<file path="src/rtl/poll_pkg.sv">
package poll_pkg;
  typedef enum logic {
    MODE_TOGGLE = 1'b0,
    MODE_DATA   = 1'b1
  } poll_mode_e;

  typedef enum logic [1:0] {
    ST_IDLE,
    ST_WAIT,
    ST_REQ,
    ST_RSP
  } poll_state_e;

  localparam int unsigned TOGGLE_BIT = 6;
  localparam int unsigned DATA_BIT   = 7;
endpackage

</file>
<file path="src/rtl/poll_delay.sv">
module poll_delay #(
  parameter int unsigned DLY_W = 24
) (
  input  logic             clk,
  input  logic             rst_n,
  input  logic             load_i,
  input  logic [DLY_W-1:0] val_i,
  output logic             expire_o
);
  logic [DLY_W-1:0] cnt_q;

  always_ff @(posedge clk or negedge rst_n) begin
    if (!rst_n)                cnt_q <= '0;
    else if (load_i)           cnt_q <= val_i;
    else if (cnt_q != '0)      cnt_q <= cnt_q - 1'b1;
  end

  // last idle cycle of the wait window
  assign expire_o = (cnt_q == DLY_W'(1));
endmodule

</file>
<file path="src/rtl/poll_iter.sv">
module poll_iter #(
  parameter int unsigned LOOP_LIMIT = 32'h0FFF_FFFF,
  parameter int unsigned WARN_LIMIT = 32'h0010_0000,
  parameter int unsigned CNT_W      = 28
) (
  input  logic clk,
  input  logic rst_n,
  input  logic clr_i,
  input  logic inc_i,
  output logic last_o,
  output logic over_o
);
  logic [CNT_W-1:0] cnt_q;
  logic [CNT_W:0]   cnt_nx;

  // count this poll would reach if it is the one being judged now
  assign cnt_nx = {1'b0, cnt_q} + 1'b1;
  assign last_o = (cnt_nx >= (CNT_W+1)'(LOOP_LIMIT));
  assign over_o = (cnt_nx >  (CNT_W+1)'(WARN_LIMIT));

  always_ff @(posedge clk or negedge rst_n) begin
    if (!rst_n)      cnt_q <= '0;
    else if (clr_i)  cnt_q <= '0;
    else if (inc_i)  cnt_q <= cnt_nx[CNT_W-1:0];
  end
endmodule

</file>
<file path="src/rtl/poll_match.sv">
module poll_match
  import poll_pkg::*;
(
  input  poll_mode_e  mode_i,
  input  logic        ref_bit_i,
  input  logic        exp_bit_i,
  input  logic [7:0]  data_i,
  output logic        hit_o
);
  always_comb begin
    if (mode_i == MODE_TOGGLE) hit_o = (data_i[TOGGLE_BIT] == ref_bit_i);
    else                       hit_o = (data_i[DATA_BIT]   == exp_bit_i);
  end
endmodule

</file>
<file path="src/rtl/flash_busy_poller.sv">
module flash_busy_poller
  import poll_pkg::*;
#(
  parameter int unsigned LOOP_LIMIT = 32'h0FFF_FFFF,
  parameter int unsigned WARN_LIMIT = 32'h0010_0000,
  parameter int unsigned DLY_W      = 24
) (
  input  logic             clk,
  input  logic             rst_n,
  input  logic             start_i,
  input  logic             mode_i,
  input  logic [7:0]       expect_i,
  input  logic [DLY_W-1:0] wait_i,
  output logic             rd_valid_o,
  input  logic             rd_ready_i,
  input  logic             rsp_valid_i,
  input  logic [7:0]       rsp_data_i,
  output logic             busy_o,
  output logic             done_o,
  output logic             timeout_o,
  output logic             warn_o
);
  localparam int unsigned CNT_W = $clog2(LOOP_LIMIT + 1);

  poll_state_e      st_q;
  poll_mode_e       mode_q;
  logic             exp_q, ref_q, prime_q;
  logic [DLY_W-1:0] wait_q;
  logic             done_q, to_q, warn_q;

  logic rsp_take, poll_take, hit, last, over, finish, expire;

  assign rsp_take  = (st_q == ST_RSP) && rsp_valid_i;
  assign poll_take = rsp_take && !prime_q;
  assign finish    = poll_take && (hit || last);

  poll_match u_match (
    .mode_i    (mode_q),
    .ref_bit_i (ref_q),
    .exp_bit_i (exp_q),
    .data_i    (rsp_data_i),
    .hit_o     (hit)
  );

  poll_iter #(
    .LOOP_LIMIT (LOOP_LIMIT),
    .WARN_LIMIT (WARN_LIMIT),
    .CNT_W      (CNT_W)
  ) u_iter (
    .clk    (clk),
    .rst_n  (rst_n),
    .clr_i  ((st_q == ST_IDLE) && start_i),
    .inc_i  (poll_take),
    .last_o (last),
    .over_o (over)
  );

  poll_delay #(.DLY_W(DLY_W)) u_delay (
    .clk      (clk),
    .rst_n    (rst_n),
    .load_i   (rsp_take && !finish && (wait_q != '0)),
    .val_i    (wait_q),
    .expire_o (expire)
  );

  always_ff @(posedge clk or negedge rst_n) begin
    if (!rst_n) begin
      st_q    <= ST_IDLE;
      mode_q  <= MODE_TOGGLE;
      exp_q   <= 1'b0;
      ref_q   <= 1'b0;
      prime_q <= 1'b0;
      wait_q  <= '0;
      done_q  <= 1'b0;
      to_q    <= 1'b0;
      warn_q  <= 1'b0;
    end else begin
      done_q <= 1'b0;
      unique case (st_q)
        ST_IDLE: if (start_i) begin
          mode_q  <= poll_mode_e'(mode_i);
          exp_q   <= expect_i[DATA_BIT];
          wait_q  <= wait_i;
          prime_q <= (poll_mode_e'(mode_i) == MODE_TOGGLE);
          to_q    <= 1'b0;
          warn_q  <= 1'b0;
          st_q    <= ST_REQ;
        end
        ST_WAIT: if (expire)     st_q <= ST_REQ;
        ST_REQ:  if (rd_ready_i) st_q <= ST_RSP;
        ST_RSP: if (rsp_valid_i) begin
          if (finish) begin
            done_q <= 1'b1;
            to_q   <= !hit;
            warn_q <= over;
            st_q   <= ST_IDLE;
          end else begin
            ref_q   <= rsp_data_i[TOGGLE_BIT];
            prime_q <= 1'b0;
            st_q    <= (wait_q == '0) ? ST_REQ : ST_WAIT;
          end
        end
        default: st_q <= ST_IDLE;
      endcase
    end
  end

  assign rd_valid_o = (st_q == ST_REQ);
  assign busy_o     = (st_q != ST_IDLE);
  assign done_o     = done_q;
  assign timeout_o  = to_q;
  assign warn_o     = warn_q;
endmodule

</file>
<file path="config.mk">
export PLATFORM = sky130hd
export DESIGN_NAME = flash_busy_poller
export DESIGN_NICKNAME = d
export VERILOG_FILES = /design/src/rtl/poll_pkg.sv /design/src/rtl/poll_delay.sv /design/src/rtl/poll_iter.sv /design/src/rtl/poll_match.sv /design/src/rtl/flash_busy_poller.sv
export SDC_FILE = /design/constraint.sdc
export NUM_CORES = 1
export LEC_CHECK = 0
export BUFFER_PORTS_ARGS = -buffer_cell sky130_fd_sc_hd__clkbuf_2
export CAP_MARGIN = 5
export CORE_MARGIN = 2
export CORE_UTILIZATION = 40
export CTS_CLUSTER_DIAMETER = 60
export DETAILED_ROUTE_END_ITERATION = 8
export PLACE_DENSITY_LB_ADDON = 0.12
export SKIP_LAST_GASP = 1
export SLEW_MARGIN = 20
export SYNTH_ARGS = -nofsm -noshare
export SYNTH_HDL_FRONTEND = slang
export SYNTH_SLANG_ARGS = --single-unit
export TNS_END_PERCENT = 100
</file>
<file path="constraint.sdc">
create_clock -name clk -period 3.71 [get_ports clk]
set_input_delay 0.742 -clock clk [delete_from_list [all_inputs] [get_ports clk]]
set_output_delay 0.742 -clock clk [all_outputs]
set_load 0.1 [all_outputs]
</file>
==> flow_metrics.tcl <==
set metrics [dict create \
    synth_edf_count 0 \
    grt_overflow 0 \
    cts_root_buf "clkbuf_16" \
    antenna_found_initial 0 \
    p_leak_nw 2.38 \
    grt_setup_unrepaired "no" \
    yosysWarnings 0 \
    ioPinCount 51 \
    nNetsFinal 673 \
    wl_per_cell_um 16.2 \
    dpl_cell_area_um2 5410 \
    grt_max_degree 50 \
    die-area_um2 13500 \
    path_buf_inv 2 \
    period_share 0.887 \
    grt_pass1_wl_mm 21.5 \
    first_iter_violations 208 \
    final_common_cell "nand2_1" \
    clock_latency_ns 0.35 \
    ys_seq_area_frac 0.422 \
    cap_violations 0 \
    startpoint_type "flip-flop" \
    clk_pin_slew_ns 0.07 \
    ir_drop_mv 0.304 \
    cts_hold_buf 0 \
    reg2reg_depth 10 \
    area_delta_synth_final_pct 13.4 \
    nFillCells 1229 \
    critPathKind "reg2reg" \
    cp.arrival_ns 3.53 \
    drive_above_1_share 0.154 \
    final_cell_mix "nand2_1 (110), dfrtp_1 (85), o21ai_0 (47), nor2_1 (42), nand3_1 (40)" \
    cp.depth 10 \
    p_per_area_nw_per_um2 678 \
    syn_avg_cell_area_um2 8.45 \
    cts_tree "done" \
    setup_tns_ns 0 \
    detail-route-antenna-nets 0 \
    avgViaCountPerCell 5.54 \
    syn_inst 597 \
    syn_area_um2 5040 \
    cp_top_family "simple AND/OR/NAND/NOR gates" \
    setup_viol 0 \
    finalPower_mw 3.88 \
    hold_path_class "in2async" \
    ys_ff_latch 85 \
    cts_sinks 85 \
    first_pass_iters 5 \
    critPathSlowestCell "dfrtp_1" \
    critPathMaxFanout 24 \
    synth_nets 647 \
    cts_setup_buffers 0 \
    dr_total_vias 4432 \
    holdWs_ns 0.412 \
    gp_congestion 0.881 \
    synthFlopType "dfrtp_1" \
    grt_pass1_vias 4218 \
    grt_use_total 0.204 \
    fmax_ghz 0.304 \
    routed_wl_mm 13.0 \
    hpwlAfterDp_mm 8.99 \
    num_rows 41 \
    remaining_drc_errors 0 \
    drv_slew 0 \
    htree_levels 3 \
    pre_cts_slack_ns 0.418 \
    fin_crit_ns 3.29 \
    cts_buffers 9 \
    num_antenna_cells 0 \
    tightest_slew_ns 0.767 \
    synth_cell_types 61 \
    status "finished, final reports clean" \
    finClkSkew_ns 0.00847 \
    async_flop_share 1.00 \
    die_h_um 116 \
    hold_viol 0 \
    start_util 0.405 \
    layout_setup_ws_ns 0.419 \
    clockBufferDepth 2 \
    crit_required_ns 3.95 \
    cts_resized 0 \
    cpPeakStageDelay_ns 0.57 \
    crit_path_end_kind "flip-flop" \
    relSlewSlack 0.481 \
    port_buffers 37 \
    die_w_um 116 \
    fp.coreArea_um2 12500 \
    postLayoutCellArea_um2 5720 \
    path_cells "nand4_2 > buf_4 > nor4_1 > o32ai_1 > a21oi_1 > nor4_1 > a21oi_2 > and2_1 > buf_4 > mux2_1" \
]
==> metal layers <==
layer	vias up	part of all wire	track usage
met3	11	0.031	0.0519
li1	2185	-	-
met5	-	0	0
met2	66	0.50	0.345
met4	0	0.011	0.0484
met1	2170	0.46	0.264
==> cells by family (layout without fill, tap and decap cells) <==
logic type | Yosys count | in the layout | synth area share
and+or+nand+nor | 284 | 284 | 0.276
adders and majority gates | 4 | 4 | 0.00992
AOI/OAI and AO/OA | 125 | 125 | 0.161
muxes | 12 | 12 | 0.0285
DFF | 85 | 85 | 0.422
xor gates and xnor gates | 30 | 30 | 0.0521
buffers and inverters | 57 | 88 | 0.0506
==> cells in the mapped netlist, drive strengths merged (4+ instances only) <==
library cell / count / area share
nand2: 110 / 0.082
dfrtp: 85 / 0.42
o21ai: 51 / 0.051
nor2: 42 / 0.031
nand3: 41 / 0.042
clkbuf: 29 / 0.022
xnor2: 22 / 0.038
nor4: 21 / 0.030
o31ai: 21 / 0.037
nor3: 19 / 0.019
a21oi: 17 / 0.017
buf: 15 / 0.019
nand4: 15 / 0.021
inv: 12 / 0.0089
mux2: 10 / 0.025
a31oi: 8 / 0.0099
xor2: 8 / 0.014
or3: 7 / 0.0087
nor4b: 5 / 0.0099
or4: 5 / 0.0074
and2: 4 / 0.0050
ha: 4 / 0.0099
o41ai: 4 / 0.0069
or2: 4 / 0.0050
==> sequential cells by signal, indices dropped and copies added (netlist names) <==
name,flops
u_iter.cnt_q,28
u_delay.cnt_q,24
wait_q,24
st_q,2
done_o,1
exp_q,1
mode_q,1
prime_q,1
ref_q,1
timeout_o,1
warn_o,1
==> stage by stage <==
stage / instances / util
floorplan: 597 / -
global placement: 784 / 0.434
detailed placement: 784 / 0.434
CTS: 800 / 0.459
global route: 800 / 0.459
finish: 800 / 0.459
==> layout make-up <==
cell class	instances	area [um2]	area share
Sequential cell	85	2130	0.372
Timing Repair Buffer	59	353	0.0617
Inverter	13	48.8	0.00853
Tap cell	172	215	0.0376
Multi-Input combinational cell	455	2670	0.466
Clock inverter	4	56.3	0.00984
Clock buffer	12	256	0.0448
==> path summary, 6_finish.rpt <==
path	from	endpoint	slack (ns)
min in group clk	exp_q	exp_q	0.51
setup / recovery	u_iter.cnt_q[8]	u_delay.cnt_q[23]	0.42
hold reg to reg	exp_q	exp_q	0.51
hold / removal	rst_n	wait_q[2]	0.41
setup reg to reg	u_iter.cnt_q[8]	u_delay.cnt_q[23]	0.42
max in group asynchronous	rst_n	u_iter.cnt_q[18]	2.58
==> report_power, final <==
group	switching [mW]	internal (mW)
Sequential	0.299	1.23
Combinational	0.874	0.530
Clock	0.386	0.562
(Power assumes the default switching activity.)
